### src/rtl/pcicfg_pkg.sv
package pcicfg_pkg;

  localparam int unsigned CFG_DW    = 32;
  localparam int unsigned CFG_LANES = CFG_DW / 8;

  // dword offsets inside the header
  localparam int unsigned OFS_IDENT  = 0;
  localparam int unsigned OFS_CMDSTA = 1;
  localparam int unsigned OFS_CLASS  = 2;
  localparam int unsigned OFS_MISC   = 3;
  localparam int unsigned OFS_WIN0   = 4;
  localparam int unsigned OFS_WIN1   = 5;
  localparam int unsigned OFS_CAPPTR = 13;

  // command bit positions
  localparam int unsigned CMD_MEM    = 1;
  localparam int unsigned CMD_MASTER = 2;
  localparam int unsigned CMD_MWI    = 4;
  localparam int unsigned CMD_PERR   = 6;
  localparam int unsigned CMD_SERR   = 8;

  // status bit positions
  localparam int unsigned STA_DPAR   = 8;
  localparam int unsigned STA_TABT_S = 11;
  localparam int unsigned STA_TABT_R = 12;
  localparam int unsigned STA_MABT   = 13;
  localparam int unsigned STA_SYSERR = 14;
  localparam int unsigned STA_PARERR = 15;

  localparam logic [15:0] CMD_WMASK = 16'h0156;
  localparam logic [15:0] STA_W1C   = 16'hF900;
  localparam logic [15:0] STA_FIXED = 16'h0210;

  typedef struct packed {
    logic par_err;
    logic sys_err;
    logic mabort;
    logic tabort_rcvd;
    logic tabort_sent;
    logic data_par;
  } cfg_event_t;

endpackage

### src/rtl/pcicfg_masked_reg.sv
module pcicfg_masked_reg #(
  parameter int unsigned W       = 32,
  parameter logic [W-1:0] WMASK  = '1,
  parameter logic [W-1:0] RSTVAL = '0
) (
  input  logic           clk,
  input  logic           rst,
  input  logic           we,
  input  logic [W/8-1:0] be,
  input  logic [W-1:0]   wdata,
  output logic [W-1:0]   q
);

  for (genvar i = 0; i < W; i++) begin : g_bit
    if (WMASK[i]) begin : g_rw
      always_ff @(posedge clk) begin
        if (rst)                 q[i] <= RSTVAL[i];
        else if (we && be[i/8])  q[i] <= wdata[i];
      end
    end else begin : g_ro
      assign q[i] = 1'b0;
    end
  end

endmodule

### src/rtl/pcicfg_status_reg.sv
module pcicfg_status_reg #(
  parameter int unsigned W         = 16,
  parameter logic [W-1:0] W1C_MASK = 16'hF900,
  parameter logic [W-1:0] FIXED    = 16'h0210
) (
  input  logic           clk,
  input  logic           rst,
  input  logic [W-1:0]   set_vec,
  input  logic           clr_we,
  input  logic [W/8-1:0] clr_be,
  input  logic [W-1:0]   clr_data,
  output logic [W-1:0]   q
);

  for (genvar i = 0; i < W; i++) begin : g_bit
    if (W1C_MASK[i]) begin : g_sticky
      logic clr_hit;
      assign clr_hit = clr_we && clr_be[i/8] && clr_data[i];
      always_ff @(posedge clk) begin
        if (rst) q[i] <= 1'b0;
        else     q[i] <= set_vec[i] || (q[i] && !clr_hit);
      end
    end else begin : g_fixed
      assign q[i] = FIXED[i];
    end
  end

endmodule

### src/rtl/pcicfg_rd_port.sv
module pcicfg_rd_port
  import pcicfg_pkg::*;
#(
  parameter int unsigned ADDR_W = 6
) (
  input  logic              clk,
  input  logic              rst,
  input  logic              rd_en,
  input  logic [ADDR_W-1:0] addr,
  input  logic [31:0]       w_ident,
  input  logic [31:0]       w_cmdsta,
  input  logic [31:0]       w_class,
  input  logic [31:0]       w_misc,
  input  logic [31:0]       w_win0,
  input  logic [31:0]       w_win1,
  input  logic [31:0]       w_capptr,
  output logic              rd_valid,
  output logic [31:0]       rd_data
);

  logic [31:0] sel;

  always_comb begin
    case (addr)
      ADDR_W'(OFS_IDENT):  sel = w_ident;
      ADDR_W'(OFS_CMDSTA): sel = w_cmdsta;
      ADDR_W'(OFS_CLASS):  sel = w_class;
      ADDR_W'(OFS_MISC):   sel = w_misc;
      ADDR_W'(OFS_WIN0):   sel = w_win0;
      ADDR_W'(OFS_WIN1):   sel = w_win1;
      ADDR_W'(OFS_CAPPTR): sel = w_capptr;
      default:             sel = '0;
    endcase
  end

  always_ff @(posedge clk) begin
    if (rst) begin
      rd_valid <= 1'b0;
      rd_data  <= '0;
    end else begin
      rd_valid <= rd_en;
      if (rd_en) rd_data <= sel;
    end
  end

endmodule

### src/rtl/pcicfg_space.sv
module pcicfg_space
  import pcicfg_pkg::*;
#(
  parameter int unsigned ADDR_W    = 6,
  parameter int unsigned WIN_LOG2  = 11,
  parameter logic [15:0] VENDOR_ID = 16'h104C,
  parameter logic [15:0] DEVICE_ID = 16'h8020,
  parameter logic [31:0] CLASS_REV = 32'h0C00_1000,
  parameter logic [7:0]  CAP_PTR   = 8'h44
) (
  input  logic              clk,
  input  logic              rst,
  input  logic              req_valid,
  input  logic              req_write,
  input  logic [ADDR_W-1:0] req_addr,
  input  logic [3:0]        req_be,
  input  logic [31:0]       req_wdata,
  input  logic              ev_addr_par,
  input  logic              ev_sys_err,
  input  logic              ev_master_abort,
  input  logic              ev_target_abort_rcvd,
  input  logic              ev_target_abort_sent,
  input  logic              ev_data_par,
  output logic              rd_valid,
  output logic [31:0]       rd_data,
  output logic              en_mem_space,
  output logic              en_bus_master,
  output logic              en_mwi,
  output logic              en_parity_resp,
  output logic              en_serr,
  output logic [31:0]       win0_base,
  output logic [31:0]       win1_base,
  output logic [7:0]        cache_line_size,
  output logic [7:0]        latency_timer
);

  localparam logic [31:0] WIN_WMASK = ~((32'd1 << WIN_LOG2) - 32'd1);

  logic wr_en, rd_en;
  logic hit_cmdsta, hit_misc, hit_win0, hit_win1;
  logic [15:0] cmd_q, sta_q, misc_q, sta_set;
  cfg_event_t ev;

  assign wr_en = req_valid && req_write;
  assign rd_en = req_valid && !req_write;

  assign hit_cmdsta = (req_addr == ADDR_W'(OFS_CMDSTA));
  assign hit_misc   = (req_addr == ADDR_W'(OFS_MISC));
  assign hit_win0   = (req_addr == ADDR_W'(OFS_WIN0));
  assign hit_win1   = (req_addr == ADDR_W'(OFS_WIN1));

  assign ev = '{par_err: ev_addr_par, sys_err: ev_sys_err, mabort: ev_master_abort,
                tabort_rcvd: ev_target_abort_rcvd, tabort_sent: ev_target_abort_sent,
                data_par: ev_data_par};

  always_comb begin
    sta_set             = '0;
    sta_set[STA_PARERR] = ev.par_err;
    sta_set[STA_SYSERR] = ev.sys_err && cmd_q[CMD_SERR];
    sta_set[STA_MABT]   = ev.mabort;
    sta_set[STA_TABT_R] = ev.tabort_rcvd;
    sta_set[STA_TABT_S] = ev.tabort_sent;
    sta_set[STA_DPAR]   = ev.data_par && cmd_q[CMD_PERR];
  end

  pcicfg_masked_reg #(.W(16), .WMASK(CMD_WMASK), .RSTVAL(16'h0000)) u_cmd (
    .clk(clk), .rst(rst), .we(wr_en && hit_cmdsta), .be(req_be[1:0]),
    .wdata(req_wdata[15:0]), .q(cmd_q)
  );

  pcicfg_status_reg #(.W(16), .W1C_MASK(STA_W1C), .FIXED(STA_FIXED)) u_sta (
    .clk(clk), .rst(rst), .set_vec(sta_set), .clr_we(wr_en && hit_cmdsta),
    .clr_be(req_be[3:2]), .clr_data(req_wdata[31:16]), .q(sta_q)
  );

  pcicfg_masked_reg #(.W(16), .WMASK(16'hFFFF), .RSTVAL(16'h0000)) u_misc (
    .clk(clk), .rst(rst), .we(wr_en && hit_misc), .be(req_be[1:0]),
    .wdata(req_wdata[15:0]), .q(misc_q)
  );

  pcicfg_masked_reg #(.W(32), .WMASK(WIN_WMASK), .RSTVAL(32'h0)) u_win0 (
    .clk(clk), .rst(rst), .we(wr_en && hit_win0), .be(req_be),
    .wdata(req_wdata), .q(win0_base)
  );

  pcicfg_masked_reg #(.W(32), .WMASK(WIN_WMASK), .RSTVAL(32'h0)) u_win1 (
    .clk(clk), .rst(rst), .we(wr_en && hit_win1), .be(req_be),
    .wdata(req_wdata), .q(win1_base)
  );

  pcicfg_rd_port #(.ADDR_W(ADDR_W)) u_rd (
    .clk(clk), .rst(rst), .rd_en(rd_en), .addr(req_addr),
    .w_ident({DEVICE_ID, VENDOR_ID}),
    .w_cmdsta({sta_q, cmd_q}),
    .w_class(CLASS_REV),
    .w_misc({16'h0000, misc_q}),
    .w_win0(win0_base),
    .w_win1(win1_base),
    .w_capptr({24'h0, CAP_PTR}),
    .rd_valid(rd_valid), .rd_data(rd_data)
  );

  assign en_mem_space    = cmd_q[CMD_MEM];
  assign en_bus_master   = cmd_q[CMD_MASTER];
  assign en_mwi          = cmd_q[CMD_MWI];
  assign en_parity_resp  = cmd_q[CMD_PERR];
  assign en_serr         = cmd_q[CMD_SERR];
  assign cache_line_size = misc_q[7:0];
  assign latency_timer   = misc_q[15:8];

endmodule

### config.mk
export PLATFORM = sky130hd
export DESIGN_NAME = pcicfg_space
export DESIGN_NICKNAME = d
export VERILOG_FILES = /design/src/rtl/pcicfg_pkg.sv /design/src/rtl/pcicfg_masked_reg.sv /design/src/rtl/pcicfg_status_reg.sv /design/src/rtl/pcicfg_rd_port.sv /design/src/rtl/pcicfg_space.sv
export SDC_FILE = /design/constraint.sdc
export NUM_CORES = 1
export LEC_CHECK = 0
export CELL_PAD_IN_SITES_DETAIL_PLACEMENT = 1
export CELL_PAD_IN_SITES_GLOBAL_PLACEMENT = 2
export CORE_MARGIN = 4
export CORE_UTILIZATION = 35
export DETAILED_ROUTE_END_ITERATION = 6
export DONT_BUFFER_PORTS = 1
export PLACE_DENSITY_LB_ADDON = 0.1
export RECOVER_POWER = 100
export SETUP_SLACK_MARGIN = 0.3
export SYNTH_ARGS = -nofsm -noshare
export SYNTH_HDL_FRONTEND = slang
export SYNTH_SLANG_ARGS = --single-unit
### constraint.sdc
create_clock -name clk -period 2.3 [get_ports clk]
set_clock_uncertainty 0.2 [all_clocks]
set_input_delay 0.345 -clock clk [delete_from_list [all_inputs] [get_ports clk]]
set_output_delay 0.345 -clock clk [all_outputs]
set_load 0.02 [all_outputs]
==> results list, run 1 <==
- The initial utilization of the core area, before any placement, comes to 36.0%.
- Maximum clock path buffer count: 2
* Post-synth EDFFs: 0
- Drt via density: 5.22
- Most common library cell in the layout ignoring fill and taps: sky130_fd_sc_hd__dfxtp_1
* Critical path arrival: 2050 ps
* Placement Rows: 40
- Global routing consumed, over all layers together, 19.8% of the routing resources.
* Count of routing violations after the opening detailed-route iteration: 131
- Timing analysis after detailed placement gives a worst setup slack of 139 ps.
- Setup total negative slack on the finished layout was measured at 0 ps.
* Pre-Repair DR Iteration Count: 4
* Worst Tran Pin Value: 751 ps
- Number of distinct library cells after synthesis: 40
* Dpl cells: 632
- The critical path is of the input port to register type.
- The repair_antennas step left the layout with diodes totalling 0.
* Number of buffers added on ports: 0
- Dividing the final minimum period by the clock period gives 87.6%.
- Outcome: complete, no violations
* Clock insertion delay at the later pin of the skew report: 350 ps
* Minimum clock period: 2010 ps
* First-pass GRT wire length: 22100 um
* Cells along the critical path: or3_1 -> buf_12 -> nor3_4 -> clkbuf_1 -> mux2i_1 -> nor2_1
- CTS placed an instance of sky130_fd_sc_hd__clkbuf_16 at the clock tree root.
* Maximum fanout count along the critical path: 8
* Largest stage delay on the critical path: 580 ps
- Counting flops and latches in the post-synthesis netlist gives 102.
- IR analysis of the VDD net gives a maximum drop of 0.302 mV.
* Layout Cell Area excl Fill: 5280 um^2
- Fraction of synthesis flops using an asynchronous set or reset pin: 0%
* Number of global-route vias before repair: 3916
- Maximum number of pins on one net before global-route repair: 70
- The detail route stage leaves a number of antenna-violating nets equal to 0.
- The die is 120 um tall.
- The worst setup path is launched from an input port.
- Proportion of layout cells with a drive suffix above 1: 7.14%
- For this run, the number of Yosys warnings is 0.
- Final standard cell count with taps included and fillers excluded: 700
- Die outline area: 14300 um^2
- Synthesized netlist cell count: 473
* Placed Area: 4520 um^2
- Setup violations remaining at the end of the flow were counted as 0.
* Data required time of the worst path: 2330 ps
- Number of hold-slack violations in the final timing report: 0
- Number of max-capacitance violations reported: 0
- Detailed placement finished with a half-perimeter wire length of 9760 um.
* TritonCTS buffer count: 9
- Setup repair after global routing left no endpoint under its margin.
- TritonCTS built the clock tree.
- Total grt overflow: 0
* Worst max-slew margin expressed relative to the limit: 49.8%
- Aggregate routed wire length: 14000 um
- Maximum frequency from static timing analysis: 497 MHz
- Syn Area/Cell: 9.22 um^2
- Type of element capturing the critical path: register
- Final-layout fill cell count: 1418
- Most frequent cells in the layout: sky130_fd_sc_hd__dfxtp_1, sky130_fd_sc_hd__nor2_1, sky130_fd_sc_hd__mux2i_1
* Sink Count: 102
- Slowest CP cell: sky130_fd_sc_hd__clkbuf_1
* Setup slack after layout: 286 ps
- Proportion of synthesized chip area in sequential cells: 46.8%
- Worst-case hold slack: 27.1 ps
- Vias after detailed routing: 3657
- Hold WC Path Type: input port to register
- After detailed routing, the number of remaining DRC violations is 0.
- The region available for standard cell placement spans 12100 um^2.
- Number of slew-limit violations in the final report: 0
* Chip width: 120 um
* Routability-driven placement congestion ratio: 0.738
- The initial antenna violation count was 0.
- At the end of the flow, the number of nets in the layout was 579.
- In this run the power density over the cells is 676 nW/um^2.
- Count of boundary I/O pins: 170
- For this run, the leading register cell type out of synthesis is sky130_fd_sc_hd__dfxtp_1.
- After synthesis the cells add up to 4360 um^2.
- From synthesis to final layout, the design area changed by 21.1%.
* Leakage dissipation: 0.00195 uW
* Routed wire length per instance: 20.1 um
- Clock transition at path regs: 70 ps
* H-tree lvl count: 3
-- logic make-up (layout without fill, tap and decap cells) --
group | after synthesis | after routing | share of synthesized area, %
other cells | 1 | 22 | 0.0860
simple gates | 178 | 178 | 20.6
mux | 57 | 57 | 13.1
buf+inv | 51 | 89 | 6.72
flops | 102 | 102 | 46.8
compound gates | 84 | 84 | 12.6
-- final timing paths --
check	from	to	slack [ps]	cells past startpoint
worst max-delay path	req_addr[4]	u_win1.q[30]	290	6
worst min-delay path	req_addr[0]	u_rd.rd_data[27]	30	2
worst max register to register	u_win1.q[26]	u_rd.rd_data[26]	460	5
worst min register to register	u_sta.q[13]	u_sta.q[13]	300	2
-- Yosys cell counts, types with 2 or more instances --
cell type / count / share of area [%]
sky130_fd_sc_hd__nor3_4: 5 / 1.9
sky130_fd_sc_hd__nor3_2: 2 / 0.46
sky130_fd_sc_hd__buf_4: 24 / 4.1
sky130_fd_sc_hd__nand2_1: 44 / 3.8
sky130_fd_sc_hd__buf_2: 3 / 0.34
sky130_fd_sc_hd__buf_1: 2 / 0.17
sky130_fd_sc_hd__a21oi_1: 19 / 2.2
sky130_fd_sc_hd__nor2b_1: 7 / 1.0
sky130_fd_sc_hd__a2bb2oi_1: 9 / 1.8
sky130_fd_sc_hd__dfxtp_1: 102 / 47
sky130_fd_sc_hd__or4_1: 4 / 0.69
sky130_fd_sc_hd__and4b_1: 4 / 0.92
sky130_fd_sc_hd__o21ai_0: 17 / 2.0
sky130_fd_sc_hd__o31ai_1: 4 / 0.69
sky130_fd_sc_hd__a22oi_1: 22 / 3.8
sky130_fd_sc_hd__a21o_1: 2 / 0.34
sky130_fd_sc_hd__o21ai_1: 2 / 0.23
sky130_fd_sc_hd__nor2_1: 65 / 5.6
sky130_fd_sc_hd__nor3_1: 8 / 0.92
sky130_fd_sc_hd__nand3_1: 25 / 2.9
sky130_fd_sc_hd__clkbuf_1: 21 / 1.8
sky130_fd_sc_hd__mux2i_1: 57 / 13
sky130_fd_sc_hd__nand3b_1: 2 / 0.34
sky130_fd_sc_hd__o211ai_1: 2 / 0.34
sky130_fd_sc_hd__nand2b_1: 6 / 0.86
-- power breakdown --
group / total, uW / switching, uW / internal (uW) / leakage (uW)
Sequential: 1780 / 8.66 / 1770 / 0.000823
Combinational: 221 / 132 / 88.4 / 0.000974
Clock: 1570 / 668 / 899 / 0.000152
-- registers in the layout, summed over array words and instances (netlist names) --
name and count:
u_rd.rd_data 32, u_rd.rd_valid 1, u_cmd.q 5, u_misc.q 16, u_win0.q 21, u_win1.q 21
u_sta.q 6
-- critical path, delay by kind of cell --
family,cells,cell delay (ps)
simple gates,3,660
mux,1,270
buf+inv,2,760
-- stage by stage --
step / total power (uW) / utilization [%]
after CTS: 3620 / 43.8
after floorplan: 1990 / -
after detailed placement: 1960 / 37.3
after global routing: 3710 / 43.6
after global placement: 1950 / 37.3
final: 3570 / 43.6
-- layout make-up --
class | instances | area, um^2 | share of cell area (%)
multi-input combinational | 341 | 2070 | 39.2
tap | 168 | 210 | 3.98
sequential | 102 | 2040 | 38.7
timing repair buffer | 73 | 656 | 12.4
clock inverter | 4 | 45.0 | 0.853
clock buffer | 12 | 256 | 4.86
-- per-layer routing --
| metal | wire [um] | track usage (%) |
|---|---|---|
| met1 | 5830 | 23.4 |
| met2 | 6840 | 33.3 |
| met3 | 1150 | 7.21 |
| met4 | 226 | 6.73 |
| met5 | 0 | 0 |
-- what timing repair did --
item,in CTS,in global routing
setup buffers,0,5
endpoints found under the setup margin,0,6
hold endpoints to repair,79,0
gates resized for setup,0,2
hold buffers,47,0
No activity file was read; power rests on OpenSTA's default activity.
==> inputs of run 2 (changes only) <==
--- a/config.mk
+++ b/config.mk
@@ -7,7 +7,6 @@
 export LEC_CHECK = 0
 export CELL_PAD_IN_SITES_DETAIL_PLACEMENT = 1
 export CELL_PAD_IN_SITES_GLOBAL_PLACEMENT = 2
-export CORE_MARGIN = 4
 export CORE_UTILIZATION = 35
 export DETAILED_ROUTE_END_ITERATION = 6
 export DONT_BUFFER_PORTS = 1
==> run 2 against run 1 <==
  * The flow now finishes with violations (hold timing)
  * Sequential share of layout area rose by 3.7 points
  * Final cell count fell by 5.9%
  * Design area fell by 8.7%
  * Largest cell class unchanged
  * Register-to-register slack improved by 40 ps
  * Combinational power fell by 41%
  * Die area fell by 9.8%
  * Clock power fell by 5%
  * Worst setup slack got worse by 9.4 ps
  * Non-clock buffer count fell by 40
  * Critical path depth did not move
  * Worst hold slack got worse by 170 ps
==> results list, run 2 (synthesis gave the netlist of run 1 again) <==
* Clock insertion delay at the later pin of the skew report: 350 ps
* Hold WC Path Type: input port to register
* Residual DRC: 0
- The count of nets left with antenna violations once routing finished came out at 0.
- For this design the ratio of total power to cell area is 706 nW/um^2.
- Counting flops per register, the top entry is u_rd.rd_data.
* Maximum vdd drop: 0.489 mV
- Most frequent cells in the layout: sky130_fd_sc_hd__dfxtp_1, sky130_fd_sc_hd__nor2_1, sky130_fd_sc_hd__mux2i_1
- Clock tree synthesis inserted a total of 9 buffers.
* Number of slew-limit violations in the final report: 0
- Buffers inserted to repair hold after CTS numbered 8.
- The H-tree generated during clock tree synthesis spans 3 levels.
- At the worst endpoint, the required time is 2330 ps.
- The die covers 12900 um^2.
- In the finished design, the share of the clock period the worst path needs comes to 88.0%.
- The worst path needs 2020 ps of the cycle, external delays included.
* Aggregate routed wire length: 13100 um
- The total area inside the core boundary comes to 12100 um^2.
- The repair_antennas step left the layout with diodes totalling 0.
* Worst max-slew margin expressed relative to the limit: 54.0%
- Row generation in the floorplan step produced 40 rows.
- The first global-routing pass estimated 20000 um of wire.
* Pre-Repair DR Iteration Count: 4
* Die span in y: 114 um
- Largest stage delay on the critical path: 560 ps
- Maximum frequency from static timing analysis: 494 MHz
* Gr usage total: 20.5%
* Clock root buffer: sky130_fd_sc_hd__clkbuf_16
* Hold Startpoint: rst
* Number of max-capacitance violations reported: 0
- Critical path arrival: 2060 ps
- Routability-driven placement congestion ratio: 0.746
* Total grt overflow: 0
- Number of global-route vias before repair: 3467
* Area Growth Syn to Fin: 10.5%
* Kind of start point of the critical path: input port
- The routed layout has 3477 vias.
* Starting density of the core: 36.1%
* Maximum clock path buffer count: 2
- The checks that failed: hold timing.
- Final setup violation count: 0
- Path type of the worst setup path: input port to register
* Routed wire length per instance: 19.9 um
* Final-layout fill cell count: 1375
- Number of hold-slack violations in the final timing report: 71
* Number of buffers added on ports: 0
* Category of cells accounting for the largest share of critical-path delay: buffers and inverters
- Counting both buffers and inverters, the worst setup path holds a total of 2.
* Top Registers: u_rd.rd_data: 32 flops, u_win0.q: 21 flops, u_win1.q: 21 flops
- Proportion of layout cells with a drive suffix above 1: 5.91%
* Cells along the critical path: or3_4 -> nor3_1 -> buf_6 -> mux2i_1 -> nor2_1 -> dlygate4sd3_1
- Number of flip-flops in the largest register: 32
- Total negative setup slack: 0 ps
- Summed over all cells, the static leakage comes to 0.00172 uW.
- Clock transition at path regs: 60 ps
- The startpoint identified for the worst register-to-register timing path is u_win1.q[26].
* Setup repair after global routing missed its margin: false
* Worst-case hold slack: -140 ps
* Count of routing violations after the opening detailed-route iteration: 105
- Pin placement for this block handled 170 I/O pins.
- Maximum number of pins on one net before global-route repair: 83
- Type of element capturing the critical path: register
- Detailed-placement wirelength estimate: 9340 um
* Maximum fanout count along the critical path: 8
- For this design, the sink count on the clock tree is 102.
* Worst Tran Pin Value: 689 ps
* Initial antenna violation count: 0
- In this run the worst setup path begins at req_addr[4].
* Drt via density: 5.28
- Leaving out fill and tap cells, the most frequent cell in the layout is sky130_fd_sc_hd__dfxtp_1.
- The net count of the finished layout is 539.
- Final Core Density: 39.9%
- The slowest stage of the critical path belongs to the cell sky130_fd_sc_hd__dlygate4sd3_1.
- Chip width: 114 um
* TritonCTS clock tree: done
- Outcome: finished with violations
## run 2: area by class of cell
class	instances	area, um^2	area share [%]
clock buffer	15	288	5.97
multi-input combinational	341	2060	42.8
sequential	102	2040	42.4
tap	168	210	4.36
timing repair buffer	33	215	4.47
## run 2: metal layers
layer  routed length (um)  up-vias  GRT usage (%)
met4                  106        0           5.26
met5                    0        -              0
met3                 1050        8           8.08
li1                     -     1658              -
met1                 5410     1704           24.2
met2                 6540      107           34.8
## run 2: final timing paths
check                          end  slack (ps)  cells after the start
hold reg to reg         u_sta.q[8]         290                      2
setup reg to reg  u_rd.rd_data[26]         500                      5
setup / recovery      u_win1.q[26]         280                      6
hold / removal        u_win0.q[27]        -140                      1
## run 2: what timing repair did
action	4_1_cts	5_1_grt
resized for setup	0	2
endpoints found under the setup margin	0	6
setup buffers	0	5
endpoints found under the hold margin	79	71
## run 2: stage by stage
step	total power, uW	hold slack, ps	setup WS, ps	cell area, um^2	cells
finish	3400	-140	277	4820	659
global route	3550	-154	221	4820	659
CTS	3460	-154	310	4880	654
detailed placement	1960	221	210	4510	631
global placement	1950	221	240	4510	631
floorplan	1990	249	387	4440	494
## run 2: where the power goes
part	internal [uW]	switching, uW	total, uW
clock	848	642	1490
sequential	1770	8.85	1780
combinational	37.4	92.8	130
## run 2: worst reg2reg max path, stage by stage (launching register included)
cell and delay, ps:
sky130_fd_sc_hd__dfxtp_1 470, sky130_fd_sc_hd__mux2i_1 150, sky130_fd_sc_hd__o22ai_1 170, sky130_fd_sc_hd__nand3_1 100, sky130_fd_sc_hd__a21oi_1 120, sky130_fd_sc_hd__dlygate4sd3_1 550
==> inputs of run 3 (changes only) <==
--- a/config.mk
+++ b/config.mk
@@ -7,6 +7,7 @@
 export LEC_CHECK = 0
 export CELL_PAD_IN_SITES_DETAIL_PLACEMENT = 1
 export CELL_PAD_IN_SITES_GLOBAL_PLACEMENT = 2
+export CORE_ASPECT_RATIO = 1.1
 export CORE_UTILIZATION = 35
 export DETAILED_ROUTE_END_ITERATION = 6
 export DONT_BUFFER_PORTS = 1
==> constraint.sdc (replaced) <==
create_clock -name clk -period 2.45 [get_ports clk]
set_clock_uncertainty 0.2 [all_clocks]
set_input_delay 0.3675 -clock clk [delete_from_list [all_inputs] [get_ports clk]]
set_output_delay 0.3675 -clock clk [all_outputs]
set_load 0.1 [all_outputs]
==> run 3 against run 2 <==
  * The run now ends clean
  * Combinational power grew to 2.6 times the previous value
  * Via count grew 14%
  * Final cell count grew 16%
  * Critical path depth shrank 1
  * Count of clock-buffer cells in the layout shrank 2
  * Largest cell class unchanged
==> results list, run 3 (synthesis gave the netlist of run 1 again) <==
- Kind of start point of the critical path: register
- Setup repair after global routing left no endpoint under its margin.
- Counting along the longest clock path gives a buffer depth of 2.
- The share of total power dissipated in combinational logic is 9.8%.
- VDD sags by at most 0.428 mV.
- Number of slew-limit violations in the final report: 0
- STA puts the critical path data arrival time at 2240 ps.
- Total negative setup slack: 0 ps
- The tool flagged a number of max-cap violations equal to 0.
* Starting density of the core: 36.1%
- Aggregate routed wire length: 14400 um
- Gr usage total: 23.1%
* Hold WC Path Type: input port to register
- Number of antenna cells inserted: 0
- At the later pin of the worst-skew pair, clock insertion delay measures 350 ps.
- The setup path with the least slack is of type register to register.
* Total power density per cell area: 626 nW/um^2
- The worst setup path is captured at a register.
- Register with the highest flop count: u_rd.rd_data
- In the routed layout, each cell is associated on average with a via count of 5.15.
* Die outline area: 12900 um^2
- Leakage dissipation: 0.00219 uW
* Placement Rows: 42
- Outcome: complete, no violations
- Sink Count: 102
* Maximum frequency from static timing analysis: 466 MHz
* Share of total power in sequential cells: 48.0%
- Layout Cell Area excl Fill: 5560 um^2
- Number of global-route vias before repair: 3967
- Most common library cell in the layout ignoring fill and taps: sky130_fd_sc_hd__dfxtp_1
- After layout, the minimum clock period comes to 2150 ps.
- After legalization and detailed placement, the total HPWL measured 10100 um.
- Internal: 2590 uW
- Initial antenna violation count: 0
* Data required time of the worst path: 2540 ps
* Area of the placeable core: 12100 um^2
* Die span in y: 119 um
* Dpl cells: 711
- Setup violations remaining at the end of the flow were counted as 0.
* Proportion of layout cells with a drive suffix above 1: 16.6%
* Number of hold-slack violations in the final timing report: 0
* Count of boundary I/O pins: 170
- For this run the aggregate overflow at the end of global routing stands at 0.
- The number of clock buffers added by TritonCTS is 9.
* First-pass GRT wire length: 22200 um
- Area Growth Syn to Fin: 27.5%
* Number of buffers added on ports: 0
* Post-detailed-route count of antenna-violating nets: 0
- Number of flip-flops in the largest register: 32
* Net Sw Power: 887 uW
* Fin crit share: 87.7%
- Of all nets on the critical path, the largest fanout is 3.
- Number of nets at the end of the flow: 660
- Clock transition at path regs: 70 ps
- Most frequent cells in the layout: sky130_fd_sc_hd__dfxtp_1, sky130_fd_sc_hd__clkbuf_2, sky130_fd_sc_hd__nor2_1
- After detailed placement, the total cell area comes to 5200 um^2.
* Worst max-slew margin expressed relative to the limit: 16.5%
- Clock root buffer: sky130_fd_sc_hd__clkbuf_16
- The first detailed-routing pass ran for 4 iterations.
- Worst Tran Pin Value: 1250 ps
- Residual DRC: 0
- Count of routing violations after the opening detailed-route iteration: 136
* Vias after detailed routing: 3953
- Of the total power, the clock network draws 42.2%.
- The congestion estimate from routability-driven global placement came to 0.795.
* TritonCTS clock tree: done
- After detailed routing, the average wire length per cell comes to 18.7 um.
- The largest registers in the layout are u_rd.rd_data: 32 flops, u_win0.q: 21 flops, u_win1.q: 21 flops.
- The H-tree generated during clock tree synthesis spans 3 levels.
- Maximum number of pins on one net before global-route repair: 78
- Switching part of the total power: 25.5%
* Final standard cell count with taps included and fillers excluded: 767
- The die is 108 um wide.
## run 3: what timing repair did
item                       in CTS  in global routing
setup buffers                   0                  0
resized for setup               0                  1
hold endpoints to repair       79                  1
setup endpoints to repair       0                  1
hold buffers                   39                  1
## run 3: power groups by stage
stage                     logic [uW]  clock network, uW  registers [uW]
after CTS                        349               1520            1670
final                            343               1470            1670
after global placement           266                  0            1710
after global routing             360               1580            1670
after floorplan                  273                  0            1720
after detailed placement         268                  0            1710
## run 3: worst max-delay path, stage by stage, from the launching register on
cell	delay [ps]
sky130_fd_sc_hd__dfxtp_1	310
sky130_fd_sc_hd__clkbuf_1	920
sky130_fd_sc_hd__mux2i_1	220
sky130_fd_sc_hd__o22ai_1	190
sky130_fd_sc_hd__nand3_1	100
sky130_fd_sc_hd__a21oi_1	150
## run 3: cell type report
cell class / instances / area (um^2)
Clock inverter: 3 / 42.5
Sequential cell: 102 / 2040
Multi-Input combinational cell: 341 / 2040
Fill cell: 1448 / 6530
Tap cell: 154 / 193
Timing Repair Buffer: 154 / 975
Clock buffer: 13 / 260
## run 3: metal layers
metal / up-vias / GRT usage [%] / routed length (um)
met2: 127 / 37.7 / 6890
met3: 23 / 5.97 / 1020
met5: - / 0 / 0
met4: 0 / 11.4 / 397
li1: 1895 / - / -
met1: 1908 / 27.8 / 6060
## run 3: metrics by stage
stage          util (%)  setup WS [ps]  hold WS, ps  total power, uW
2_1_floorplan         -            509          249             2000
3_3_place_gp       43.0            299          236             1970
3_5_place_dp       43.0            268          245             1970
4_1_cts            48.9            397         3.30             3540
5_1_grt            46.0            168         37.0             3600
6_report           46.0            302         10.7             3480
## run 3: final timing paths
check	cells past startpoint	slack (ps)	endpoint	start
worst min-delay path	2	10	u_misc.q[11]	req_wdata[11]
worst max register to register	5	300	u_rd.rd_data[26]	u_win0.q[26]
worst min register to register	2	260	u_rd.rd_data[8]	u_misc.q[8]
worst max-delay path	5	300	u_rd.rd_data[26]	u_win0.q[26]
